===== src/rtl/bp_pkg.sv =====
package bp_pkg;
    typedef enum logic [1:0] {
        SRC_NONE = 2'd0,
        SRC_PRIV = 2'd1,
        SRC_PUB  = 2'd2,
        SRC_FAIL = 2'd3
    } src_e;
endpackage


===== src/rtl/bp_stack.sv =====
module bp_stack #(
    parameter int DEPTH = 8,
    parameter int HW    = 8,
    parameter int BASE  = 0
) (
    input  logic          clk,
    input  logic          rst_n,
    input  logic          push_i,
    input  logic [HW-1:0] push_h_i,
    input  logic          pop_i,
    output logic          avail_o,
    output logic [HW-1:0] pop_h_o
);
    localparam int CW = $clog2(DEPTH + 1);
    localparam int IW = (DEPTH > 1) ? $clog2(DEPTH) : 1;

    typedef struct packed {
        logic [DEPTH-1:0][HW-1:0] mem;
        logic [CW-1:0]            cnt;
    } st_t;

    function automatic st_t init_st();
        st_t s;
        for (int i = 0; i < DEPTH; i++) s.mem[i] = HW'(BASE + i);
        s.cnt = CW'(DEPTH);
        return s;
    endfunction

    localparam st_t RST_ST = init_st();

    st_t           st_d, st_q;
    logic [CW-1:0] top_idx;
    logic          do_pop;

    assign top_idx = st_q.cnt - 1'b1;
    assign avail_o = (st_q.cnt != '0) || push_i;
    assign pop_h_o = push_i ? push_h_i
                   : ((st_q.cnt != '0) ? st_q.mem[top_idx[IW-1:0]] : '0);
    assign do_pop  = pop_i && avail_o;

    always_comb begin
        st_d = st_q;
        if (push_i && do_pop) begin
            st_d = st_q;
        end else if (push_i && (st_q.cnt < CW'(DEPTH))) begin
            st_d.mem[st_q.cnt[IW-1:0]] = push_h_i;
            st_d.cnt = st_q.cnt + 1'b1;
        end else if (do_pop) begin
            st_d.cnt = st_q.cnt - 1'b1;
        end
    end

    always_ff @(posedge clk) begin
        if (!rst_n) st_q <= RST_ST;
        else        st_q <= st_d;
    end

    // a bypassed push/pop leaves the occupancy unchanged
    a_r8_bypass_keeps_count: assert property (@(posedge clk) disable iff (!rst_n)
        (push_i && pop_i) |=> (st_q.cnt == $past(st_q.cnt)));

    // the list never grows past its reset size
    a_r3_no_growth: assert property (@(posedge clk) disable iff (!rst_n)
        (push_i && !pop_i && (st_q.cnt == CW'(DEPTH))) |=> (st_q.cnt == CW'(DEPTH)));
endmodule


===== src/rtl/bp_throttle.sv =====
module bp_throttle #(
    parameter int TW = 8
) (
    input  logic          clk,
    input  logic          rst_n,
    input  logic          start_i,
    input  logic [TW-1:0] len_i,
    output logic          busy_o
);
    typedef struct packed {
        logic [TW-1:0] left;
    } st_t;

    st_t st_d, st_q;

    assign busy_o = (st_q.left != '0);

    always_comb begin
        st_d = st_q;
        if (start_i)     st_d.left = len_i;
        else if (busy_o) st_d.left = st_q.left - 1'b1;
    end

    always_ff @(posedge clk) begin
        if (!rst_n) st_q <= '0;
        else        st_q <= st_d;
    end

    // the window counts down one per cycle
    a_r6_countdown: assert property (@(posedge clk) disable iff (!rst_n)
        (busy_o && !start_i) |=> (st_q.left == $past(st_q.left) - 1'b1));
endmodule


===== src/rtl/bufpool_alloc.sv =====
module bufpool_alloc #(
    parameter int HW         = 8,
    parameter int PRIV_DEPTH = 8,
    parameter int PUB_DEPTH  = 8,
    parameter int CNT_W      = 16,
    parameter int THR_W      = 8
) (
    input  logic             clk,
    input  logic             rst_n,
    input  logic             req_i,
    input  logic [THR_W-1:0] thr_len_i,
    input  logic             rel_i,
    input  logic [HW-1:0]    rel_handle_i,
    input  logic             rel_pub_i,
    output logic             gnt_o,
    output logic [HW-1:0]    gnt_handle_o,
    output logic             gnt_pub_o,
    output logic             fail_o,
    output logic             throttle_o,
    output logic [CNT_W-1:0] fallback_cnt_o,
    output logic [CNT_W-1:0] ignore_cnt_o
);
    import bp_pkg::*;

    typedef struct packed {
        logic             gnt;
        logic [HW-1:0]    handle;
        logic             pub;
        logic             fail;
        logic [CNT_W-1:0] fb_cnt;
        logic [CNT_W-1:0] ign_cnt;
    } st_t;

    st_t           st_d, st_q;
    src_e          src;
    logic          priv_avail, pub_avail;
    logic [HW-1:0] priv_h, pub_h;
    logic          thr_busy;

    bp_stack #(.DEPTH(PRIV_DEPTH), .HW(HW), .BASE(0)) priv_stk_i (
        .clk      (clk),
        .rst_n    (rst_n),
        .push_i   (rel_i && !rel_pub_i),
        .push_h_i (rel_handle_i),
        .pop_i    (src == SRC_PRIV),
        .avail_o  (priv_avail),
        .pop_h_o  (priv_h)
    );

    bp_stack #(.DEPTH(PUB_DEPTH), .HW(HW), .BASE(PRIV_DEPTH)) pub_stk_i (
        .clk      (clk),
        .rst_n    (rst_n),
        .push_i   (rel_i && rel_pub_i),
        .push_h_i (rel_handle_i),
        .pop_i    (src == SRC_PUB),
        .avail_o  (pub_avail),
        .pop_h_o  (pub_h)
    );

    bp_throttle #(.TW(THR_W)) thr_i (
        .clk     (clk),
        .rst_n   (rst_n),
        .start_i (src == SRC_FAIL),
        .len_i   (thr_len_i),
        .busy_o  (thr_busy)
    );

    always_comb begin
        if (!req_i || thr_busy) src = SRC_NONE;
        else if (priv_avail)    src = SRC_PRIV;
        else if (pub_avail)     src = SRC_PUB;
        else                    src = SRC_FAIL;
    end

    always_comb begin
        st_d        = st_q;
        st_d.gnt    = 1'b0;
        st_d.fail   = 1'b0;
        st_d.pub    = 1'b0;
        st_d.handle = '0;
        case (src)
            SRC_PRIV: begin
                st_d.gnt    = 1'b1;
                st_d.handle = priv_h;
            end
            SRC_PUB: begin
                st_d.gnt    = 1'b1;
                st_d.pub    = 1'b1;
                st_d.handle = pub_h;
                st_d.fb_cnt = st_q.fb_cnt + 1'b1;
            end
            SRC_FAIL: begin
                st_d.fail    = 1'b1;
                st_d.ign_cnt = st_q.ign_cnt + 1'b1;
            end
            default: ;
        endcase
    end

    always_ff @(posedge clk) begin
        if (!rst_n) st_q <= '0;
        else        st_q <= st_d;
    end

    assign gnt_o          = st_q.gnt;
    assign gnt_handle_o   = st_q.handle;
    assign gnt_pub_o      = st_q.pub;
    assign fail_o         = st_q.fail;
    assign throttle_o     = thr_busy;
    assign fallback_cnt_o = st_q.fb_cnt;
    assign ignore_cnt_o   = st_q.ign_cnt;

    // no request, no answer
    a_r2_idle: assert property (@(posedge clk) disable iff (!rst_n)
        !req_i |=> (!gnt_o && !fail_o));

    // grant and fail never together
    a_r2_exclusive: assert property (@(posedge clk) disable iff (!rst_n)
        !(gnt_o && fail_o));

    // private list preferred
    a_r3_private_first: assert property (@(posedge clk) disable iff (!rst_n)
        (req_i && !throttle_o && priv_avail) |=> (gnt_o && !gnt_pub_o));

    // each public grant bumps the fallback count
    a_r4_fallback_step: assert property (@(posedge clk) disable iff (!rst_n)
        (gnt_o && gnt_pub_o) |-> (fallback_cnt_o == $past(fallback_cnt_o) + 1'b1));

    // each failure bumps the ignore count
    a_r5_ignore_step: assert property (@(posedge clk) disable iff (!rst_n)
        fail_o |-> (ignore_cnt_o == $past(ignore_cnt_o) + 1'b1));

    // refusal while throttled
    a_r6_refuse: assert property (@(posedge clk) disable iff (!rst_n)
        (throttle_o && req_i) |=> (!gnt_o && !fail_o));

    // a failure with nonzero length opens the window
    a_r6_start: assert property (@(posedge clk) disable iff (!rst_n)
        (fail_o && ($past(thr_len_i) != '0)) |-> throttle_o);
endmodule


===== config.mk =====
export PLATFORM = sky130hd
export DESIGN_NAME = bufpool_alloc
export DESIGN_NICKNAME = d
export VERILOG_FILES = /design/src/rtl/bp_pkg.sv /design/src/rtl/bp_stack.sv /design/src/rtl/bp_throttle.sv /design/src/rtl/bufpool_alloc.sv
export SDC_FILE = /design/constraint.sdc
export NUM_CORES = 1
export LEC_CHECK = 0
export ABC_AREA = 1
export BUFFER_PORTS_ARGS = -buffer_cell sky130_fd_sc_hd__buf_2
export CAP_MARGIN = 20
export CORE_ASPECT_RATIO = 1.4
export CORE_MARGIN = 1
export CORE_UTILIZATION = 50
export CTS_CLUSTER_SIZE = 20
export DETAILED_ROUTE_END_ITERATION = 7
export GPL_TIMING_DRIVEN = 0
export PLACE_DENSITY = 0.78
export SLEW_MARGIN = 20
export SYNTH_ARGS = -nofsm -noshare
export SYNTH_HDL_FRONTEND = slang
export SYNTH_SLANG_ARGS = --single-unit

===== constraint.sdc =====
create_clock -name clk -period 3.79 [get_ports clk]
set_input_delay 0.9475 -clock clk [delete_from_list [all_inputs] [get_ports clk]]
set_output_delay 0.9475 -clock clk [all_outputs]
set_load 0.02 [all_outputs]

Word-level counts from Yosys, hierarchy flattened
Cells that the tools add are included.
Widths: inputs -> output; s select.
{"block": "classes", "add_sub_neg": 7, "mul": 0, "n_div": 0, "order_cmp": 8, "eq_ne": 3, "shifts": 0, "mux": 26, "bitwise": 2, "reduce_logical": 25}
{"op": "$bwmux 64", "count": 2}
{"op": "$mux 8", "count": 10}
{"op": "$bmux 8 s3", "count": 2}
{"op": "$demux 8 s3", "count": 2}
{"op": "$add 16x1->16 const B", "count": 2}
{"op": "$pmux 9 s2", "count": 1}
{"op": "$lt 3x4->1 const B", "count": 4}
{"op": "$mux 4", "count": 4}
{"op": "$logic_and 1x1->1", "count": 10}
{"op": "$add 4x1->4 const B", "count": 2}
{"op": "$lt 4x4->1 const B", "count": 2}
{"op": "$reduce_and 2->1", "count": 4}
{"op": "$reduce_bool 4->1", "count": 2}
{"op": "$reduce_bool 8->1", "count": 1}
{"op": "$sub 4x1->4 const B", "count": 2}
{"op": "$sub 8x1->8 const B", "count": 1}
{"op": "$ge 3x1->1 const B", "count": 2}
{"op": "$reduce_bool 2->1", "count": 3}
{"op": "$eq 2x2->1 const B", "count": 2}
{"op": "$mux 2", "count": 2}
{"op": "$logic_or 1x1->1", "count": 3}
{"op": "$mux 1", "count": 3}
{"op": "$eq 2x1->1 const B", "count": 1}
{"op": "$logic_not 1->1", "count": 2}
{"op": "$not 1->1", "count": 2}
{"block": "totals", "register_bits": 187, "latchBits": 0, "mem_bits_rw": 0, "rom_bits": 0, "inputBits": 21, "output_inout_bits": 44, "word_cells": 96, "memories": 0}

Depth between registers and ports, before layout
Gate-level depths: netlist of the first run.
{"block": "logic_depth", "ltp_word": 10, "mapped_depth": 18, "depth_no_buf": 16}

Modules after synthesis
A second synthesis of the first run with hierarchy kept.
{"block": "unflattened", "cells_unflattened": 1491, "hier_area_um2": 9566.7}
{"mod": "bp_stack at priv_stk_i", "instances": 1, "cells_each": 557, "area_each_um2": 3503.4, "seq_area_each_um2": 1361.3}
{"mod": "bp_stack at pub_stk_i", "instances": 1, "cells_each": 557, "area_each_um2": 3487.1, "seq_area_each_um2": 1361.3}
{"mod": "bufpool_alloc", "instances": 1, "cells_each": 306, "area_each_um2": 2065.7, "seq_area_each_um2": 860.8}
{"mod": "bp_throttle", "instances": 1, "cells_each": 71, "area_each_um2": 510.5, "seq_area_each_um2": 160.2}

Worst setup path after synthesis of the first run
No wires, ideal clock.
{"block": "synth_timing", "path_kind": "input -> register", "start": "in rel_i", "end": "reg st_q, in the netlist fallback_cnt_o[13]", "setup_ns": 0.128, "t_arrival_ns": 2.610, "required_ns": 3.662, "slack_ns": 1.053, "stages": 15, "n_path_buf": 1, "cell_sequence": "inv_1 nor2_4 nor3_1 nand2_1 and3_1 inv_1 ha_1 buf_4 nand2_1 nor2_2 nand3b_1 nor2_2 nand3_1 xor2_1 nor2_1"}
{"block": "synth_between", "elab_chain_cells": 6, "word_cells_on_any_way": 8, "classes_between": "eq/ne (1); mux (3); reduce/logical (4)"}
{"element": "from (decl)", "line": "bufpool_alloc.sv:12", "text": "input logic rel_i,"}
{"element": "$logic_and 1x1->1", "line": "bufpool_alloc.sv:53", "text": ".push_i (rel_i && rel_pub_i),"}
{"element": "$logic_or 1x1->1", "line": "bp_stack.sv:36", "text": "assign avail_o = (st_q.cnt != '0) || push_i;"}
{"element": "$mux 1", "line": "bufpool_alloc.sv:71", "text": "else if (pub_avail) src = SRC_PUB;"}
{"element": "$mux 2 (*)", "line": "bufpool_alloc.sv:70", "text": "else if (priv_avail) src = SRC_PRIV;"}
{"element": "$mux 2 (*)", "line": "bufpool_alloc.sv:69", "text": "if (!req_i || thr_busy) src = SRC_NONE;"}
{"element": "$eq 2x2->1 (*)"}
{"element": "named net pub_stk_i.pop_i", "line": "bp_stack.sv:10", "text": "input logic pop_i,"}
{"element": "to (signal assigned)", "line": "bufpool_alloc.sv:102", "text": "else st_q <= st_d;"}
{"element": "to (decl)", "line": "bufpool_alloc.sv:34", "text": "st_t st_d, st_q;"}
Mark *: on every way through the listed nets, which the timed path passes. The rest lies on a longest branch.
A chain may end at the register's enable or synchronous reset.

Final worst setup path of the first run
{"block": "layout_timing", "start": "reg priv_stk_i.st_q[0] (netlist name)", "end": "reg st_q, in the netlist fallback_cnt_o[13]"}
{"block": "layout_between", "elab_chain_cells": 5}
{"element": "from (decl)", "line": "bp_stack.sv:31", "text": "st_t st_d, st_q;"}
{"element": "from (signal assigned)", "line": "bp_stack.sv:55", "text": "else st_q <= st_d;"}
{"element": "$reduce_bool 4->1", "line": "bp_stack.sv:36"}
{"element": "$logic_or 1x1->1", "line": "bp_stack.sv:36"}
{"element": "$mux 2", "line": "bufpool_alloc.sv:70"}
{"element": "$mux 2", "line": "bufpool_alloc.sv:69"}
{"element": "$eq 2x2->1"}
{"element": "named net pub_stk_i.pop_i", "line": "bp_stack.sv:10"}
The timed path passes the listed nets, and every way through them passes these cells.

==> key figures, run 1 <==
Synthesis
  – Cell taking the most area after synthesis: dfxtp_1
  – Cell variety after synth: 41
  – Sequential-to-total area share from yosys stat: 41.1%
  – Cell Area, Synth: 9110 um2
  – Synth warn: 0
  – Largest cells by area after synthesis: dfxtp_1 (41%), nand2_1 (11%), a21oi_1 (7.9%)
  – Flops & latches, synth: 187
  – Post-Syn Instances: 1273
  – Syn avg cell area: 7.16 um2
  – Top-area cell type share of the netlist area: 41.1%
  – Mapped Nets: 1306

Hold path
  – WHS Path Cells: 2
  – Hold Crit Class: register to register

Run status
  – Status: finished, final reports clean

Worst setup path
  – Critical Path, Cell by Cell: buf_2 -> inv_1 -> buf_2 -> ha_1 -> nand2_1 -> nor3_1 -> nand2_1 -> and3_1 -> inv_1 -> ha_1 -> buf_4 -> nand2_1 -> nor2_2 -> nand3b_1 -> nor2_2 -> nand3_1 -> xor2_1 -> nor2_1
  – CP max stage delay: 0.31 ns
  – Crit-path leading delay family: simple AND/OR/NAND/NOR gates
  – Buf/Inv on CP: 5
  – CP required: 4.10 ns
  – Setup CP Type: register to register
  – Crit path DAT: 3.57 ns
  – Most frequent CP cell: nand2_1
  – Cells on worst reg2reg path: 18
  – WP depth: 18
  – Crit path capture type: register
  – Crit Path Max Fanout: 11
  – Slowest CP cell: dfxtp_1
  – Setup crit start kind: register

STA
  – Min setup slack post-route: 0.534 ns
  – Crit share post-route: 85.9%
  – Final Hold Violating Endpoints: 0
  – Worst-margin pin slew: 0.843 ns
  – Setup Total Neg Slack: 0 ns
  – Min cycle time layout: 3.26 ns
  – Final Max Tran Viols: 0
  – Finish-stage setup viols: 0
  – Clock skew: 0.0103 ns
  – RSZ-0062 raised after global routing: false
  – Relative slew slack: 43.6%
  – FMAX: 307 MHz

Clocking
  – CTS root buffer: clkbuf_16
  – Htree depth: 4
  – Clk slew on worst S/H paths: 0.07 ns
  – Resize count post-CTS: 0
  – Setup bufs post-CTS: 0
  – TritonCTS Buffers: 17
  – Max clock buf depth: 2
  – CTS tree: yes
  – CTS sink cnt: 187
  – Hold buffer count at cts: 0
  – Skew-Pair Late Insertion Delay: 0.44 ns

Layout
  – Area Overhead vs Synth: 12.6%
  – Finished Cell Area: 10300 um2
  – Nets: 1384
  – Layout cell share with drive strength beyond 1: 12.8%

Placed design
  – IO Port Bufs: 59
  – DPL Wire Length: 18500 um
  – Gpl congestion: 0.939
  – Dpl cell area: 9710 um2
  – Pre-CTS setup slack: 0.541 ns

Global route
  – Largest net degree at the start of global routing: 17
  – Vias in the first global route: 8271
  – Global-route wire length before repair: 40300 um
  – GRT Overall Usage: 27.7%
  – Initial antenna violation count: 1
  – GRT Residual Overflow: 0

Die
  – Initial Util: 50.8%
  – Total Die Area: 18800 um2
  – Core area: 17900 um2
  – IO Count: 65
  – Die height: 162 um
  – Row count: 58
  – Die Width: 116 um

Drt
  – Vias: 8615
  – DRT Pass-1 Iters: 5
  – Final wirelength: 25000 um
  – 1st-iter DRT viols: 721
  – Detail Route Antenna Nets: 0
  – # DRC: 0
  – Drt wl/cell: 15.6 um
  – Drt via density: 5.37

Power and ir drop
  – Peak VDD IR: 0.000235 V
  – LEAKAGE: 0.00461 uW
  – Pwr Density: 490 nW/um2

Job
  – Max_cap viols: 0
-- cells in the mapped netlist --
cell      instances
o21ai_1           2
nor2_8            3
nand3_1         115
nor3_2            2
o21a_1            6
nor2_4            5
xnor2_1           5
a211oi_1          5
buf_12            1
clkbuf_1         27
nor3_1           13
or2_0             1
o211ai_2          9
buf_4             6
inv_2             7
nor3_4            3
nand2_8           1
a21oi_2           1
clkinv_1          5
nand2_2           1
nor3b_1           1
nand3_2           2
dfxtp_1         187
buf_6             8
o21ai_2           5
a21oi_1         144
inv_1           159
nand2_4           6
and3_1            1
nor2_1           75
nand3b_1          1
xor2_1           11
nand4_1           3
o211ai_1         26
inv_4             2
nand2_1         266
nor2_2            3
buf_1             4
buf_2            23
o21ai_0         116
ha_1             12
-- metal layers --
layer  up-vias  wire (um)  track usage, %
met1      3942       9980            31.0
met4         0       1300            16.6
met2       286      12600            48.5
met3        93       1150            4.85
met5         -          0               0
li1       4294          -               -
-- flip-flops by register name, indices dropped and copies added, names as in the netlist, 8 cells and up --
name and flops:
gnt_handle_o 8, thr_i.st_q 8, priv_stk_i.st_q 68, fallback_cnt_o 16
pub_stk_i.st_q 68, ignore_cnt_o 16
-- metrics by stage --
step	std cells	total power (uW)	util (%)	hold slack [ns]
global route	1604	5250	57.3	0.471
finish	1604	5030	57.3	0.455
CTS	1603	5020	57.2	0.457
global placement	1572	3330	54.2	0.436
detailed placement	1572	3340	54.2	0.445
floorplan	1273	3020	-	0.424
-- power breakdown --
part           leakage (uW)  switching, uW  total [uW]  internal (uW)
Clock              0.000263            792        1700            913
Sequential          0.00151           45.8        2070           2030
Combinational       0.00284            862        1250            390
-- layout make-up --
cell class / count / area (um2)
well taps: 240 / 300
diodes: 1 / 2.50
clock inverters: 11 / 114
inverters: 173 / 654
fillers: 1741 / 7660
flip-flops and latches: 187 / 3740
repair buffers: 59 / 295
clock buffers: 20 / 437
multi-input cells: 844 / 4330
plain buffers: 69 / 387
-- final timing paths --
path                                                  startpoint                          endpoint  slack, ns
worst max register to register   priv_stk_i.st_q[0]$_SDFFE_PN0P_   fallback_cnt_o[13]$_SDFFE_PN0P_       0.53
worst min-delay path            priv_stk_i.st_q[27]$_SDFFE_PN0P_  priv_stk_i.st_q[27]$_SDFFE_PN0P_       0.45
worst min register to register  priv_stk_i.st_q[27]$_SDFFE_PN0P_  priv_stk_i.st_q[27]$_SDFFE_PN0P_       0.45
worst max-delay path             priv_stk_i.st_q[0]$_SDFFE_PN0P_   fallback_cnt_o[13]$_SDFFE_PN0P_       0.53
-- layout by cell type, fill, tap and decap left out, drive strengths merged, types with 2 or more instances in the layout --
master,synthesis,routed
buf,42,101
nor3,18,18
xor2,11,11
a211oi,5,5
xnor2,5,5
clkbuf,27,47
a21oi,145,145
nand3,117,117
o21ai,123,123
nand4,3,3
o211ai,35,35
nor2,86,86
o21a,6,6
nand2,274,274
clkinvlp,0,2
clkinv,5,10
dfxtp,187,187
inv,168,171
ha,12,12
-- tightest hold or removal path, delay by kind of cell (launching register included) --
| kind | cells | cell delay, ns |
|---|---|---|
| buffers and inverters | 1 | 0.06 |
| AO/OA/AOI/OAI | 1 | 0.05 |
| flip-flops | 1 | 0.30 |
-- kinds of logic (layout without fill, tap and decap cells) --
| group | Yosys count | in the layout | share of synthesized area [%] |
|---|---|---|---|
| other | 0 | 1 | 0 |
| DFF | 187 | 187 | 41.1 |
| adders and majority gates | 12 | 12 | 1.65 |
| xor gates and xnor gates | 16 | 16 | 1.54 |
| and+or+nand+nor | 502 | 502 | 25.1 |
| buffers and inverters | 242 | 332 | 11.4 |
| AOI/OAI and AO/OA | 314 | 314 | 19.2 |
No activity file was read; power rests on OpenSTA's default activity.
==> inputs of run 2 (changes only) <==
--- a/config.mk
+++ b/config.mk
@@ -5,16 +5,15 @@
 export SDC_FILE = /design/constraint.sdc
 export NUM_CORES = 1
 export LEC_CHECK = 0
-export ABC_AREA = 1
 export BUFFER_PORTS_ARGS = -buffer_cell sky130_fd_sc_hd__buf_2
 export CAP_MARGIN = 20
 export CORE_ASPECT_RATIO = 1.4
 export CORE_MARGIN = 1
-export CORE_UTILIZATION = 50
+export CORE_UTILIZATION = 55
 export CTS_CLUSTER_SIZE = 20
 export DETAILED_ROUTE_END_ITERATION = 7
 export GPL_TIMING_DRIVEN = 0
-export PLACE_DENSITY = 0.78
+export PLACE_DENSITY_LB_ADDON = 0.25
 export SLEW_MARGIN = 20
 export SYNTH_ARGS = -nofsm -noshare
 export SYNTH_HDL_FRONTEND = slang
==> run 2 against run 1 <==
Cell count fell by 26%. Area after synthesis shrank 3.2%. Critical endpoint is now pub_stk_i.st_q[46]$_SDFFE_PN1P_. Clock skew down 0.0011 ns. Non-clock buffer count unchanged. Utilization grew 7.4 points. Sequential share of layout area is 0.61 points higher. Critical path type unchanged. Combinational power increased by 13%.
==> key figures, run 2 <==
Power and ir drop
  – Peak VDD IR: 0.000457 V (was 0.000235 V)
  – LEAKAGE: 0.00394 uW (was 0.00461 uW)
  – Pwr Density: 539 nW/um2 (was 490 nW/um2)
  – Total power: 5450 uW (was 5030 uW)

Global route
  – GRT Residual Overflow: 0 (unchanged)
  – GRT Overall Usage: 27.3% (was 27.7%)
  – Largest net degree at the start of global routing: 17 (unchanged)
  – Vias in the first global route: 6669 (was 8271)
  – GRT Max-Usage Layer: met2 (unchanged)
  – Global-route wire length before repair: 34400 um (was 40300 um)
  – Met2 usage: 46.2% (was 48.5%)
  – GR Util met1: 32.4% (was 31.0%)
  – Initial antenna violation count: 0 (was 1)
  – Global-route met3 utilization: 5.19% (was 4.85%)

Synthesis
  – Mapped Nets: 932 (was 1306)
  – Sequential-to-total area share from yosys stat: 42.4% (was 41.1%)
  – Flops & latches, synth: 187 (unchanged)
  – Largest cells by area after synthesis: dfxtp_1 (42%), mux2i_1 (21%), nor2b_1 (6.9%) (was dfxtp_1 (41%), nand2_1 (11%), a21oi_1 (7.9%))
  – Count leader, synth: dfxtp_1 (was nand2_1)
  – Most instantiated cells after synthesis: dfxtp_1 (187), mux2i_1 (183), nor2b_1 (98) (was nand2_1 (266), dfxtp_1 (187), inv_1 (159))
  – Share of flip-flops with an asynchronous set or reset: 0% (unchanged)
  – Cell variety after synth: 53 (was 41)
  – Post-Syn Instances: 899 (was 1273)
  – Synth warn: 0 (unchanged)
  – Number of synthesized flops with an enable pin: 0 (unchanged)
  – Top-area cell type share of the netlist area: 42.4% (was 41.1%)
  – Cell taking the most area after synthesis: dfxtp_1 (unchanged)
  – Post-synth top flop: dfxtp_1 (unchanged)
  – Syn avg cell area: 9.82 um2 (was 7.16 um2)
  – Cell Area, Synth: 8830 um2 (was 9110 um2)

STA
  – Min setup slack post-route: 0.127 ns (was 0.534 ns)
  – FMAX: 273 MHz (was 307 MHz)
  – Worst-margin pin slew: 0.943 ns (was 0.843 ns)
  – Final Max Tran Viols: 0 (unchanged)
  – Hold Slack: 0.470 ns (was 0.455 ns)
  – Min cycle time layout: 3.66 ns (was 3.26 ns)
  – Finish-stage setup viols: 0 (unchanged)
  – Final Hold Violating Endpoints: 0 (unchanged)
  – Crit share post-route: 96.6% (was 85.9%)
  – Relative slew slack: 37.2% (was 43.6%)
  – Clock skew: 0.00926 ns (was 0.0103 ns)
  – RSZ-0062 raised after global routing: true (was false)

Clocking
  – CTS sink cnt: 187 (unchanged)
  – CTS tree: yes (unchanged)
  – Skew-Pair Late Insertion Delay: 0.45 ns (was 0.44 ns)
  – Htree depth: 4 (unchanged)
  – CTS root buffer: clkbuf_16 (unchanged)
  – Clk slew on worst S/H paths: 0.07 ns (about the same)
  – Max clock buf depth: 2 (unchanged)
  – TritonCTS Buffers: 17 (unchanged)
  – Hold buffer count at cts: 0 (unchanged)

Drt
  – DRT Pass-1 Iters: 4 (was 5)
  – Drt via density: 5.67 (was 5.37)
  – # DRC: 0 (unchanged)
  – Final wirelength: 21700 um (was 25000 um)
  – Drt wl/cell: 18.3 um (was 15.6 um)
  – Detail Route Antenna Nets: 0 (unchanged)
  – 1st-iter DRT viols: 287 (was 721)
  – Vias: 6727 (was 8615)

Worst setup path
  – Setup CP Type: register to register (unchanged)
  – Crit path capture type: register (unchanged)
  – Setup crit start kind: register (unchanged)
  – Crit path DAT: 3.97 ns (was 3.57 ns)
  – R2R setup slack: 0.13 ns (was 0.53 ns)
  – CP required: 4.10 ns (about the same)
  – Crit Path Max Fanout: 9 (was 11)

Layout
  – Layout cell share with drive strength beyond 1: 12.8% (about the same)
  – Layout fillers: 1276 (was 1741)
  – Commonest non-fill, non-tap cell in the layout: dfxtp_1 (was nand2_1)
  – Core Util, Final: 64.7% (was 57.3%)
  – Final std cells w/o fill: 1187 (was 1604)
  – # diodes: 0 (was 1)
  – Nets: 1011 (was 1384)
  – Area Overhead vs Synth: 14.4% (was 12.6%)
  – Leading cell types in the layout, fill and taps excluded: dfxtp_1 (187), mux2i_1 (183), nor2b_1 (98) (was nand2_1 (266), dfxtp_1 (187), inv_1 (159))
  – Largest registers: priv_stk_i.st_q: 68 flops, pub_stk_i.st_q: 68 flops (unchanged)

Placed design
  – IO Port Bufs: 54 (was 59)
  – Placed cell count: 1149 (was 1572)
  – Gpl congestion: 0.868 (was 0.939)
  – DPL Wire Length: 15000 um (was 18500 um)
  – Pre-CTS setup slack: -0.207 ns (was 0.541 ns)

Die
  – Die height: 152 um (was 162 um)
  – Initial Util: 56.5% (was 50.8%)
  – IO Count: 65 (unchanged)
  – Row count: 54 (was 58)
  – Total Die Area: 16600 um2 (was 18800 um2)
  – Die Width: 109 um (was 116 um)
  – Core area: 15600 um2 (was 17900 um2)

Run status
  – Status: finished, final reports clean (unchanged)

Job
  – Max_cap viols: 0 (unchanged)

Hold path
  – Hold Crit Class: register to register (unchanged)
run 2: cell types whose count changed in the layout (fill, tap and decap cells not counted), moves of 98 or more:
cell,before,now
o21ai_0,116,16
nand2_1,266,67
nor2b_1,0,98
inv_1,159,12
mux2i_1,0,183
a21oi_1,144,10
run 2: through the flow:
step	area (um2)	TNS, ns
finish	10100	0
global route	10100	-0.209
global placement	9340	-1.38
floorplan	8830	0
CTS	10000	0
detailed placement	9340	-3.14
run 2: kinds of logic (layout without fill, tap and decap cells):
group                    Yosys count  in the layout  share of synthesized area (%)
AO/OA/AOI/OAI                     87             87                           6.82
adder cells (fa/ha/maj)           12             12                           1.70
XOR/XNOR                          35             35                           3.47
multiplexers                     187            187                           21.6
buffers and inverters             82            174                           3.78
AND/OR/NAND/NOR                  309            309                           20.2
flip-flops                       187            187                           42.4
run 2: critical path, stage by stage (launching register included):
cell,delay (ns)
dfxtp_1,0.34
clkbuf_1,0.44
inv_1,0.24
ha_1,0.24
or3b_2,0.24
nor2_1,0.05
a21oi_1,0.26
inv_1,0.07
ha_1,0.28
or4_4,0.50
buf_6,0.15
nor3b_1,0.20
buf_4,0.24
mux2i_1,0.20
nand2_1,0.07
run 2: cell type report:
class | instances | area (um2) | area share (%)
Buffer | 68 | 285 | 2.83
Multi-Input combinational cell | 630 | 4810 | 47.6
Tap cell | 196 | 245 | 2.43
Timing Repair Buffer | 60 | 328 | 3.25
Clock buffer | 19 | 443 | 4.39
Clock inverter | 13 | 188 | 1.86
Sequential cell | 187 | 3740 | 37.1
Inverter | 14 | 52.6 | 0.521
run 2: what timing repair did:
action                                  CTS  global route
resized for setup                         1            15
buffers inserted                          4             2
pin swaps                                 3             1
endpoints found under the setup margin   58            90
run 2: path summary, 6_finish.rpt:
check / startpoint / end / cells after the start
max: priv_stk_i.st_q[1]$_SDFFE_PN0P_ / pub_stk_i.st_q[46]$_SDFFE_PN1P_ / 14
min: priv_stk_i.st_q[19]$_SDFFE_PN0P_ / priv_stk_i.st_q[19]$_SDFFE_PN0P_ / 2
max reg2reg: priv_stk_i.st_q[1]$_SDFFE_PN0P_ / pub_stk_i.st_q[46]$_SDFFE_PN1P_ / 14
min reg2reg: priv_stk_i.st_q[19]$_SDFFE_PN0P_ / priv_stk_i.st_q[19]$_SDFFE_PN0P_ / 2
run 2: where the power goes:
part | total [uW] | switching (uW) | leakage, uW | internal [uW]
logic | 1410 | 857 | 0.00212 | 555
clock network | 1930 | 799 | 0.000312 | 1130
registers | 2110 | 65.6 | 0.00151 | 2040
run 2: metal layers:
metal	wire (um)	share of wire (%)	vias up
met1	8920	41	3230
met5	0	0	-
met4	843	3.9	0
met2	11000	51	171
li1	-	-	3272
met3	938	4.3	54
